--- config.mk ---
export PLATFORM = sky130hd
export DESIGN_NAME = acc_alu
export DESIGN_NICKNAME = d
export VERILOG_FILES = /design/src/rtl/acc_alu.sv
export SDC_FILE = /design/constraint.sdc
export NUM_CORES = 1
export LEC_CHECK = 0
export CAP_MARGIN = 20
export CORE_ASPECT_RATIO = 1.1
export CORE_MARGIN = 10
export CORE_UTILIZATION = 35
export DETAILED_ROUTE_END_ITERATION = 16
export PLACE_DENSITY = 0.65
export SLEW_MARGIN = 20
export SYNTH_ARGS = -nofsm -noshare
export SYNTH_HDL_FRONTEND = slang
export SYNTH_SLANG_ARGS = --single-unit
--- constraint.sdc ---
create_clock -name clk -period 5 [get_ports clk]
set_input_delay 1 -clock clk [delete_from_list [all_inputs] [get_ports clk]]
set_output_delay 1 -clock clk [all_outputs]
set_load 0.05 [all_outputs]
--- src/rtl/acc_alu.sv ---
module acc_alu #(
  parameter int DW    = 8,
  parameter int ZPOS  = 6,
  parameter int ACPOS = 4,
  parameter int CYPOS = 0
) (
  input  logic                   clk,
  input  logic                   rst_n,
  input  logic                   op_valid,
  input  logic [4:0]             op_sel,
  input  logic [DW-1:0]          a_in,
  input  logic [2*DW-1:0]        ax_in,
  input  logic [2*DW-1:0]        opnd,
  input  logic [$clog2(DW)-1:0]  bit_idx,
  output logic [2*DW-1:0]        result,
  output logic                   result_we,
  output logic                   flag_z,
  output logic                   flag_ac,
  output logic                   flag_cy
);
  localparam int WW = 2 * DW;
  localparam int HB = DW / 2;
  localparam int IW = $clog2(DW);
  localparam logic [IW-1:0] ZB  = IW'(ZPOS);
  localparam logic [IW-1:0] ACB = IW'(ACPOS);
  localparam logic [IW-1:0] CYB = IW'(CYPOS);

  wire [DW-1:0] b8 = opnd[DW-1:0];

  wire [DW:0] sub8  = {1'b0, a_in} - {1'b0, b8};
  wire [HB:0] subn8 = {1'b0, a_in[HB-1:0]} - {1'b0, b8[HB-1:0]};
  wire [WW:0] add16 = {1'b0, ax_in} + {1'b0, opnd};
  wire [WW:0] sub16 = {1'b0, ax_in} - {1'b0, opnd};
  wire [HB:0] addnw = {1'b0, ax_in[HB-1:0]} + {1'b0, opnd[HB-1:0]};
  wire [HB:0] subnw = {1'b0, ax_in[HB-1:0]} - {1'b0, opnd[HB-1:0]};
  wire [DW-1:0] inc8  = a_in + DW'(1);
  wire [DW-1:0] dec8  = a_in - DW'(1);
  wire [DW-1:0] bmask = DW'(1) << bit_idx;
  wire [DW-1:0] zero8 = '0;

  logic [WW-1:0] res;
  logic          we;
  logic          nz, nac, ncy;

  always_comb begin
    res = '0;
    we  = 1'b0;
    nz  = flag_z;
    nac = flag_ac;
    ncy = flag_cy;
    case (op_sel)
      5'd0: begin
        nz = (sub8[DW-1:0] == zero8); nac = subn8[HB]; ncy = sub8[DW];
      end
      5'd1: begin
        res = add16[WW-1:0]; we = 1'b1;
        nz = (add16[WW-1:0] == '0); nac = addnw[HB]; ncy = add16[WW];
      end
      5'd2, 5'd3: begin
        res = sub16[WW-1:0]; we = (op_sel == 5'd2);
        nz = (sub16[WW-1:0] == '0); nac = subnw[HB]; ncy = sub16[WW];
      end
      5'd4: begin
        res = {zero8, inc8}; we = 1'b1;
        nz = (inc8 == zero8); nac = &a_in[HB-1:0];
      end
      5'd5: begin
        res = {zero8, dec8}; we = 1'b1;
        nz = (dec8 == zero8); nac = ~|a_in[HB-1:0];
      end
      5'd6: begin res = ax_in + WW'(1); we = 1'b1; end
      5'd7: begin res = ax_in - WW'(1); we = 1'b1; end
      5'd8: begin
        res = {zero8, a_in[0], a_in[DW-1:1]}; we = 1'b1; ncy = a_in[0];
      end
      5'd9: begin
        res = {zero8, a_in[DW-2:0], a_in[DW-1]}; we = 1'b1; ncy = a_in[DW-1];
      end
      5'd10: begin
        res = {zero8, flag_cy, a_in[DW-1:1]}; we = 1'b1; ncy = a_in[0];
      end
      5'd11: begin
        res = {zero8, a_in[DW-2:0], flag_cy}; we = 1'b1; ncy = a_in[DW-1];
      end
      5'd12: begin res = {zero8, a_in | bmask};  we = 1'b1; end
      5'd13: begin res = {zero8, a_in & ~bmask}; we = 1'b1; end
      5'd14, 5'd15: begin
        if (bit_idx == ZB)  nz  = (op_sel == 5'd14);
        if (bit_idx == ACB) nac = (op_sel == 5'd14);
        if (bit_idx == CYB) ncy = (op_sel == 5'd14);
      end
      5'd16: ncy = 1'b1;
      5'd17: ncy = 1'b0;
      5'd18: ncy = ~flag_cy;
      default: ;
    endcase
  end

  assign result    = res;
  assign result_we = op_valid & we;

  always_ff @(posedge clk or negedge rst_n) begin
    if (!rst_n) begin
      flag_z  <= 1'b0;
      flag_ac <= 1'b0;
      flag_cy <= 1'b0;
    end else if (op_valid) begin
      flag_z  <= nz;
      flag_ac <= nac;
      flag_cy <= ncy;
    end
  end
endmodule


# Word level (Yosys, flattened, before mapping)
# Index checks and enable logic that the tools add are counted.
totals:
  reg_bits: 3
  latch_bits: 0
  ram_bits: 0
  mem_bits_ro: 0
  in_bits: 51
  word_cells: 70
  mem_count: 0
classes:
  addsub: 10
  multipliers: 0
  div_mod_pow: 0
  magnitude_cmp: 0
  eq_ne: 23
  shift: 1
  mux: 8
  n_bitwise: 5
  n_reduce_logical: 20
ops:
  columns: ["op", "n"]
  rows:
  - ["case mux 16 bit (12 select lines)", 1]
  - ["== test 5 x 4 -> 1 bit (second input constant)", 8]
  - ["logical NOT 16 bit", 2]
  - ["logical NOT 8 bit", 3]
  - ["== test 5 x 3 -> 1 bit (second input constant)", 4]
  - ["adder 16 x 16 -> 17 bit", 1]
  - ["subtractor 16 x 16 -> 17 bit", 1]
  - ["adder 16 x 1 -> 16 bit (second input constant)", 1]
  - ["subtractor 16 x 1 -> 16 bit (second input constant)", 1]
  - ["== test 5 bit (second input constant)", 3]
  - ["case mux 1 bit (6 select lines)", 2]
  - ["OR reduction 11 bit", 1]
  - ["== test 5 x 2 -> 1 bit (second input constant)", 2]
  - ["subtractor 4 x 4 -> 5 bit", 2]
  - ["case mux 1 bit (9 select lines)", 1]
  - ["AND reduction 3 bit", 3]
  - ["nonzero test 9 bit", 1]
  - ["subtractor 8 x 8 -> 9 bit", 1]
  - ["adder 8 x 1 -> 8 bit (second input constant)", 1]
  - ["bitwise AND 8 bit", 1]
  - ["NOT 8 bit", 1]
  - ["OR 8 bit", 1]
  - ["OR reduction 2 bit", 4]
  - ["<< shifter 1 x 3 -> 8 bit (first input constant)", 1]
  - ["15 further kinds", 20]

# Longest topological paths before layout
# Gate-level depths: netlist (run 1).
logic_depth:
  word_depth: 4
  depth_mapped: 15
  ltp_nobuf: 14

# Least setup slack after synthesis (run 1)
# Ideal clock, no wire load.
synth_path:
  kind: "in2out"
  start: "input port op_sel[1]"
  end: "output port result[15]"
  arrival_time_ps: 4857
  required_time_ps: 4000
  setup_slack_ps: -857
  stages: 15
  n_path_buf: 1
  cell_sequence: "buf_1 > nand2_1 > nor3_1 > nand2_1 > inv_1 > ha_1 > a21oi_1 > nor2b_1 > a311o_1 > a21o_1 > a41oi_1 > a21oi_1 > a31oi_1 > xnor2_1 > o211ai_1"
synth_via:
  elab_chain_len: 3
synth_rtl:
  columns: ["item", "line", "rtl"]
  rows:
  - ["start, declared", "10", "input logic [4:0] op_sel,"]
  - ["== test 5 x 2 -> 1 bit", "51", "case (op_sel)"]
  - ["OR reduction 2 bit", "51", null]
  - ["case mux 16 bit (12 select lines) (*)", "51", null]
  - ["end, declared", "15", "output logic [2*DW-1:0] result,"]
# Mark *: on every way between the ends. The rest lies on a longest branch, timed or not.

# Worst setup path in the final report (run 1)
layout_path:
  start: "input port opnd[2]"
  end: "output port result[15]"
layout_via:
  elab_chain_len: 2
layout_rtl:
  columns: ["item", "line", "rtl"]
  rows:
  - ["start, declared", "13", "input logic [2*DW-1:0] opnd,"]
  - ["subtractor 16 x 16 -> 17 bit or adder 16 x 16 -> 17 bit (tied branches)", "33, 32", null]
  - ["case mux 16 bit (12 select lines) (*)", "51", null]
# Marks and branches as above.

==> flow_metrics.py, run 1 <==
metrics = {
    "run_status": {
        "status": "finished, final reports clean",
    },
    "detailed_routing": {
        "via_per_inst": 5.89,
        "vias": 5316,
        "drt_iter0_drc": 537,
        "routed_wl_um": 17000,
        "drc": 0,
        "ant_nets": 0,
        "firstDrtPassIters": 5,
        "wire_per_inst_um": 18.8,
    },
    "floorplanning": {
        "coreArea_um2": 12000,
        "dieArea_um2": 16900,
        "die_width_um": 125,
        "io_pins": 71,
        "rows": 42,
        "start_util_pct": 35.5,
        "die_h_um": 136,
    },
    "job": {
        "max-cap-violations": 0,
    },
    "critical_path": {
        "criticalPathCategory": "in -> out",
        "arrival_ns": 3.90,
        "startpoint_type": "primary input",
        "crit_required_ns": 4.00,
        "endpoint_kind": "output pin",
        "path_max_fanout": 9,
    },
    "final_layout": {
        "final_cell_area_um2": 5900,
        "layout.nets": 868,
        "area_growth_pct": 39.0,
        "fillers": 1205,
        "drive_above_1_share_pct": 17.4,
        "antenna_cells": 0,
    },
    "cts": {
        "clockRootBuffer": "clkbuf_16",
        "cts.clk_slew.worst_paths_ns": 0.03,
        "cts_buffers": 3,
        "cts_buffer_depth": 2,
        "htreeDepth": 1,
        "clock_latency_ns": 0.22,
        "cts_hold_buf": 0,
        "cts_sinks": 3,
        "cts_tree": "yes",
    },
    "global_routing": {
        "grt_first_pass_wirelength_um": 26300,
        "grt_max_degree": 37,
        "antenna_found_initial": 0,
        "grtUsageTotal_pct": 18.5,
        "met3_usage_pct": 1.49,
        "grt_pass1_vias": 5022,
        "met2_usage_pct": 33.1,
        "grt_util_met1_pct": 23.8,
        "busiest_layer": "met2",
        "overflow": 0,
    },
    "placement": {
        "hpwl_um": 14000,
        "place.gp.congestion": 1.02,
        "place_area_um2": 5670,
        "numPortBuffers": 70,
    },
    "timing": {
        "finClkSkew_ns": 0,
        "slew_violations": 0,
        "grt_setup_unrepaired": "yes",
        "tns_ns": 0,
        "report.final.setup_viol": 0,
        "tightest_slew_ns": 0.577,
        "max_freq_mhz": 204,
        "period_needed_ns": 4.90,
        "slew_headroom_pct": 61.4,
        "final_hold_viol_count": 0,
        "period_share_pct": 98.1,
    },
    "yosys": {
        "synth-main-ff-cell": "dfrtp_1",
        "yosys-top-cells-count": "nor2_1, ha_1, nand2_1, a21oi_1, inv_1",
        "yosysTopAreaCell": "ha_1",
        "ys_warn_count": 0,
        "syn_nets": 756,
        "synth_area_um2": 4250,
        "ys_ff_latch": 3,
        "synth_most_common_cell": "nor2_1",
        "synth_top_area_share_pct": 18.9,
        "async_reset_ff_share_pct": 100,
        "syn_avg_cell_area_um2": 6.66,
        "synth-seq-area-share_pct": 1.77,
        "synthCells": 638,
        "synth_edf_count": 0,
        "synth_cell_types": 67,
        "ys_top_cells_by_area": "ha_1, xnor2_1, nor2_1",
    },
    "power": {
        "total_power_mw": 0.836,
        "seqPwrFrac_pct": 4.0,
        "clockPowerShare_pct": 15.0,
        "irDropWorstVdd_uv": 149,
        "swShare_pct": 49.5,
        "power.density_nw_per_um2": 142,
        "internal_power_mw": 0.423,
        "p_comb_share_pct": 81.0,
        "p_sw_mw": 0.414,
        "leakage_nw": 2.51,
    },
    "hold_path": {
        "hold_class": "reg -> reg",
    },
}
==> flip-flops by register name, summed over array words and instances, names as in the netlist <==
name	cells
flag_z	1
flag_ac	1
flag_cy	1
==> through the flow <==
step | instances | hold slack [ns] | setup WS [ns] | utilization [%]
global route | 903 | 0.621 | -0.00941 | 49.3
global placement | 894 | 0.536 | -0.0798 | 47.4
floorplan | 638 | 0.704 | 0.00443 | -
finish | 903 | 0.561 | 0.0953 | 49.3
CTS | 899 | 0.580 | 0.00306 | 48.4
detailed placement | 894 | 0.574 | -0.132 | 47.4
==> critical path, cell delays in order <==
cell	delay, ns
clkdlybuf4s50_1	0.52
inv_1	0.08
ha_1	0.34
buf_4	0.19
o21ai_1	0.10
a21oi_2	0.19
a21oi_2	0.13
a31o_1	0.31
o41ai_2	0.38
or2_2	0.18
nand3_1	0.10
o211ai_1	0.16
clkbuf_16	0.23
==> cell families after synthesis <==
logic type	after synthesis	synth area share, %
AO/OA/AOI/OAI	201	32.1
AND/OR/NAND/NOR	234	26.8
multiplexers	10	2.39
flip-flops	3	1.77
adder cells (fa/ha/maj)	67	20.3
buffers and inverters	75	6.80
XOR/XNOR	48	9.90
==> worst paths after layout <==
kind	from	to	slack [ns]	depth (start not counted)
max	opnd[2]	result[15]	0.1	13
max reg2reg	flag_z	flag_z	2.95	7
min	flag_ac	flag_ac	0.56	2
min in group asynchronous	rst_n	flag_ac	0.97	1
max in group asynchronous	rst_n	flag_z	3.89	1
min reg2reg	flag_ac	flag_ac	0.56	2
==> metal layers <==
layer | up-vias | wire [um]
met2 | 233 | 8280
met3 | 21 | 1140
met4 | 0 | 238
li1 | 2568 | -
met5 | - | 0
met1 | 2494 | 7310
==> power groups by stage <==
stage / Clock [mW] / Sequential (mW) / Combinational, mW
2_1_floorplan: 0 / 0.0471 / 0.387
3_3_place_gp: 0 / 0.0335 / 0.643
5_1_grt: 0.132 / 0.0345 / 0.730
3_5_place_dp: 0 / 0.0337 / 0.648
4_1_cts: 0.128 / 0.0336 / 0.655
6_report: 0.125 / 0.0336 / 0.678
==> placed cells by master, fill, tap and decap left out, types with 6 or more instances in the layout <==
cell,Yosys,routed
xor2_1,15,15
nand2_1,54,52
o22ai_1,11,9
nand2b_1,17,16
nor2b_1,14,14
nor2_1,65,65
a22oi_1,8,8
o211ai_1,8,8
ha_1,64,60
o21ai_0,32,30
or3_1,8,8
nor3_1,26,24
o21ai_1,13,13
a31oi_1,6,6
o221ai_1,10,8
mux2i_1,9,9
buf_4,0,75
inv_1,38,37
a21oi_1,47,43
xnor2_1,33,33
clkdlybuf4s50_1,0,50
nand3_1,15,15
a21o_1,10,10
nor4_1,9,8
buf_12,0,11
==> final cells by class <==
type                    count  area [um2]  share of cell area [%]
clock buffers               4        78.8                    1.34
flip-flops and latches      3        75.1                    1.27
well taps                 154         193                    3.26
inverters                  41         159                    2.69
multi-input cells         560        4060                    68.7
repair buffers            141        1340                    22.8
==> repair_timing <==
item / 4_1_cts / 5_1_grt
setup endpoints to repair: 7 / 5
cloned: 0 / 0
endpoints found under the hold margin: 0 / 0
setup buffers: 1 / 4
gates resized for setup: 10 / 18
pin swaps: 5 / 14
(Power assumes the default switching activity.)
==> inputs of run 2 (changes only) <==
PLACE_DENSITY = 0.62   (was 0.65)
clock period = 4.8 ns   (was 5 ns; I/O delays follow)
==> run 2 against run 1 <==
First-iteration DRC count rose by 7.4%. Clock power rose by 5%. Final cell count rose by 1.6%. Final area rose by 3.8%. Clock skew did not move. Critical path depth rose by 1. Die area did not move. Clock-buffer cell count did not move. Combinational power rose by 8.8%.
==> flow_metrics.py, run 2 (synthesis gave the netlist of run 1 again) <==
metrics = {
    "detailed_routing": {
        "routed_wl_um": 17500,
        "firstDrtPassIters": 5,
        "via_per_inst": 5.91,
        "ant_nets": 0,
        "drt_iter0_drc": 577,
        "drc": 0,
        "wire_per_inst_um": 19.1,
        "vias": 5416,
    },
    "timing": {
        "slew_violations": 0,
        "grt_setup_unrepaired": "yes",
        "whs_ns": 0.560,
        "max_freq_mhz": 213,
        "final_hold_viol_count": 0,
        "tightest_slew_ns": 0.521,
        "fin_ws_ns": 0.0985,
        "tns_ns": 0,
        "slew_headroom_pct": 65.2,
        "report.final.setup_viol": 0,
        "period_needed_ns": 4.70,
        "finClkSkew_ns": 0,
        "period_share_pct": 97.9,
    },
    "final_layout": {
        "layout.nets": 882,
        "stdcell_count": 917,
        "antenna_cells": 0,
        "reg_top3": "flag_ac x1, flag_cy x1, flag_z x1",
        "postLayoutCoreUtil_pct": 51.2,
        "drive_above_1_share_pct": 21.6,
        "final_cell_area_um2": 6130,
        "fillers": 1211,
        "mostFrequentLayoutCells": "buf_4, nor2_1, ha_1",
        "layout_commonest_cell": "buf_4",
        "area_growth_pct": 44.3,
    },
    "cts": {
        "cts_sinks": 3,
        "cts_buffer_depth": 2,
        "cts_buffers": 3,
        "cts_hold_buf": 0,
        "cts_tree": "yes",
        "clockRootBuffer": "clkbuf_16",
        "htreeDepth": 1,
        "cts.clk_slew.worst_paths_ns": 0.03,
        "clock_latency_ns": 0.22,
    },
    "global_routing": {
        "grt_pass1_vias": 5211,
        "grt_first_pass_wirelength_um": 27400,
        "grt_max_degree": 37,
        "antenna_found_initial": 0,
        "overflow": 0,
        "grtUsageTotal_pct": 19.1,
    },
    "critical_path": {
        "rr_worst_depth": 7,
        "reg2reg_from": "flag_z",
        "slowest_stage": "clkdlybuf4s50_1",
        "endpoint_kind": "output pin",
        "startpoint_type": "primary input",
        "crit_chain": "clkdlybuf4s50_1 -> buf_4 -> ha_1 -> fa_1 -> nor2b_4 -> o31a_4 -> o221ai_4 -> buf_4 -> nor2_1 -> o21ai_1 -> nand2b_1 -> o221a_2 -> o22ai_2 -> buf_12",
        "arrival_ns": 3.74,
        "max_stage_delay_ns": 0.53,
        "path_common_cell": "buf_4",
        "worstSetupStartpoint": "opnd[0]",
        "crit_required_ns": 3.84,
        "criticalPathCategory": "in -> out",
        "path_max_fanout": 5,
    },
    "run_status": {
        "status": "finished, final reports clean",
    },
    "power": {
        "power.density_nw_per_um2": 147,
        "irDropWorstVdd_uv": 143,
        "seqPwrFrac_pct": 3.8,
        "internal_power_mw": 0.459,
        "total_power_mw": 0.904,
        "leakage_nw": 2.66,
        "swShare_pct": 49.3,
        "p_comb_share_pct": 81.6,
        "p_sw_mw": 0.445,
        "clockPowerShare_pct": 14.5,
    },
    "placement": {
        "dp_worst_setup_slack_ns": -0.203,
        "hpwl_um": 14400,
        "place_area_um2": 5770,
        "numPortBuffers": 70,
        "place_inst": 909,
        "place.gp.congestion": 0.953,
    },
    "floorplanning": {
        "rows": 42,
        "die_h_um": 136,
        "dieArea_um2": 16900,
        "coreArea_um2": 12000,
        "start_util_pct": 35.5,
        "die_width_um": 125,
        "io_pins": 71,
    },
    "hold_path": {
        "hold_class": "reg -> reg",
        "holdCritStartpoint": "flag_ac",
        "hold_depth": 2,
    },
    "job": {
        "max-cap-violations": 0,
    },
}
-- run 2: final timing paths --
path,end,slack [ns]
max in group asynchronous,flag_cy,3.73
setup / recovery,result[10],0.1
hold reg to reg,flag_ac,0.56
min in group asynchronous,flag_z,0.93
setup reg to reg,flag_z,2.92
hold / removal,flag_ac,0.56
-- run 2: worst max-delay path: cells and delay by family --
| kind | cells | cell delay (ns) |
|---|---|---|
| AO/OA/AOI/OAI | 5 | 1.10 |
| adder cells (fa/ha/maj) | 2 | 0.40 |
| buffers and inverters | 4 | 1.03 |
| AND/OR/NAND/NOR | 3 | 0.24 |
-- run 2: area by class of cell --
class | instances | area, um2 | area share [%]
clock buffers | 4 | 78.8 | 1.29
inverters | 41 | 159 | 2.59
multi-input cells | 560 | 4190 | 68.3
flip-flops and latches | 3 | 75.1 | 1.22
well taps | 154 | 193 | 3.14
repair buffers | 155 | 1440 | 23.5
-- run 2: timing repair --
item                                    in CTS  in global routing
pin swaps                                    6                 17
setup buffers                                1                  3
endpoints found under the setup margin       7                  8
resized for setup                           13                 48
-- run 2: power groups by stage --
| stage | registers, mW | clock network (mW) | logic, mW |
|---|---|---|---|
| 2_1_floorplan | 0.0491 | 0 | 0.404 |
| 5_1_grt | 0.0351 | 0.137 | 0.793 |
| 6_report | 0.0348 | 0.131 | 0.738 |
| 3_3_place_gp | 0.0351 | 0 | 0.688 |
| 3_5_place_dp | 0.0349 | 0 | 0.691 |
| 4_1_cts | 0.0347 | 0.133 | 0.702 |
-- run 2: metal layers --
layer | global-route usage, % | share of wire, % | routed length, um | vias to the layer above
met3 | 1.33 | 5.0 | 869 | 20
met4 | 3.46 | 1.6 | 277 | 0
li1 | - | - | - | 2600
met5 | 0 | 0 | 0 | -
met2 | 35.0 | 50 | 8710 | 204
met1 | 24.1 | 44 | 7660 | 2592
==> inputs of run 3 (changes only) <==
CORE_UTILIZATION = 56   (was 35)
PLACE_DENSITY = 0.89   (was 0.62)
==> run 3 against run 2 <==
Non-clock buffer count is 7 lower. Global-route usage is 9.5 points higher. First-iteration DRC count shrank 2.8%. Clock-buffer cell count is the same. Hold slack got worse by 0.028 ns. Setup slack worse by 0.079 ns. Sequential share of layout area about the same. Critical endpoint is now result[15]. Highest routed layer unchanged.
==> flow_metrics.py, run 3 (synthesis gave the netlist of run 1 again) <==
metrics = {
    "run_status": {
        "status": "finished, final reports clean",
    },
    "final_layout": {
        "multiInputGateArea_um2": 4200,
        "regArea_um2": 75.1,
        "postLayoutCoreUtil_pct": 80.6,
        "layout_commonest_cell": "buf_4",
        "fillers": 508,
        "drive_above_1_share_pct": 21.0,
        "layout.nets": 875,
        "reg_top3": "flag_ac x1, flag_cy x1, flag_z x1",
        "antenna_cells": 0,
        "area_growth_pct": 41.1,
        "mostFrequentLayoutCells": "buf_4, nor2_1, nand2_1",
        "stdcell_count": 843,
    },
    "job": {
        "max-cap-violations": 0,
    },
    "global_routing": {
        "grt_pass1_vias": 5400,
        "grt_first_pass_wirelength_um": 27100,
        "grtUsageTotal_pct": 28.7,
        "overflow": 0,
        "antenna_found_initial": 0,
        "grt_max_degree": 37,
    },
    "cts": {
        "cts_buffers": 3,
        "cts.clk_slew.worst_paths_ns": 0.03,
        "cts_sinks": 3,
        "htreeDepth": 1,
        "clockRootBuffer": "clkbuf_8",
        "cts_buffer_depth": 2,
        "cts_tree": "yes",
        "clock_latency_ns": 0.23,
        "cts_hold_buf": 0,
    },
    "timing": {
        "grt_setup_unrepaired": "yes",
        "report.final.setup_viol": 0,
        "period_share_pct": 99.6,
        "slew_violations": 0,
        "period_needed_ns": 4.78,
        "tightest_slew_ns": 0.527,
        "slew_headroom_pct": 64.5,
        "final_hold_viol_count": 0,
        "finClkSkew_ns": 0,
        "max_freq_mhz": 209,
    },
    "power": {
        "total_power_mw": 0.863,
        "irDropWorstVdd_uv": 98.5,
        "power.density_nw_per_um2": 144,
        "leakage_nw": 2.62,
    },
    "detailed_routing": {
        "wire_per_inst_um": 21.8,
        "routed_wl_um": 18400,
        "via_per_inst": 6.70,
        "vias": 5645,
        "drt_iter0_drc": 561,
        "ant_nets": 0,
        "firstDrtPassIters": 5,
        "drc": 0,
    },
    "critical_path": {
        "criticalPathCategory": "in -> out",
        "arrival_ns": 3.82,
        "path_max_fanout": 4,
        "startpoint_type": "primary input",
        "crit_required_ns": 3.84,
        "endpoint_kind": "output pin",
    },
    "hold_path": {
        "hold_class": "reg -> reg",
    },
    "floorplanning": {
        "start_util_pct": 57.2,
        "coreArea_um2": 7430,
        "rows": 33,
        "dieArea_um2": 11500,
        "io_pins": 71,
        "die_h_um": 111,
        "die_width_um": 103,
    },
    "placement": {
        "place.gp.congestion": 0.982,
        "numPortBuffers": 70,
        "place_inst": 831,
        "hpwl_um": 13700,
    },
}
-- run 3: changes by cell type in the layout (fill, tap and decap cells not counted), moves of 4 or more --
cell,previous run,this run
dlygate4sd2_1,2,7
a21oi_1,40,44
ha_1,53,49
a21oi_2,7,3
buf_4,91,84
clkdlybuf4s50_1,41,36
-- run 3: area by class of cell --
class / instances / share of cell area [%]
well taps: 87 / 1.82
multi-input cells: 560 / 70.1
inverters: 41 / 2.65
flip-flops and latches: 3 / 1.25
clock buffers: 4 / 0.752
repair buffers: 148 / 23.4
-- run 3: worst paths after layout --
| path | end | cells after the start | startpoint | slack (ns) |
|---|---|---|---|---|
| max in group asynchronous | flag_z | 1 | rst_n | 3.73 |
| worst max-delay path | result[15] | 14 | opnd[8] | 0.02 |
| worst min-delay path | flag_ac | 2 | flag_ac | 0.53 |
| worst min register to register | flag_ac | 2 | flag_ac | 0.53 |
| min in group asynchronous | flag_ac | 1 | rst_n | 0.92 |
| worst max register to register | flag_z | 7 | flag_z | 2.86 |
-- run 3: critical path, cell delays in order --
cell	delay, ns
clkdlybuf4s50_1	0.49
inv_1	0.08
ha_4	0.28
inv_2	0.06
nor2_2	0.15
a31o_1	0.22
a2111oi_4	0.09
buf_4	0.16
o211ai_1	0.24
a21oi_1	0.14
or3_1	0.42
a21o_1	0.19
o211ai_1	0.13
clkbuf_16	0.23
-- run 3: where the power goes --
part           internal (mW)  leakage (nW)  switching, mW
Sequential            0.0298        0.0376        0.00509
Combinational          0.316          2.56          0.434
Clock                 0.0570        0.0228         0.0209
-- run 3: routing by layer --
layer  track usage [%]  routed length (um)
met5                 0                   0
met4              12.5                 931
met3              3.90                1540
met2              49.5                8970
met1              33.9                6920
-- run 3: stage by stage --
| step | setup slack [ns] | hold WS, ns | TNS (ns) | area (um2) |
|---|---|---|---|---|
| 6_report | 0.0193 | 0.532 | 0 | 5990 |
| 5_1_grt | -0.105 | 0.599 | -0.105 | 5990 |
| 4_1_cts | -0.00969 | 0.539 | -0.00969 | 5770 |
| 3_5_place_dp | -0.328 | 0.537 | -1.11 | 5610 |
| 3_3_place_gp | -0.225 | 0.524 | -0.595 | 5610 |
| 2_1_floorplan | -0.0908 | 0.664 | -0.0908 | 4360 |
-- run 3: what timing repair did --
action | in CTS | in global routing
endpoints found under the hold margin | 0 | 0
setup buffers | 2 | 6
endpoints found under the setup margin | 6 | 7
gates resized for setup | 24 | 43
pin swaps | 11 | 14
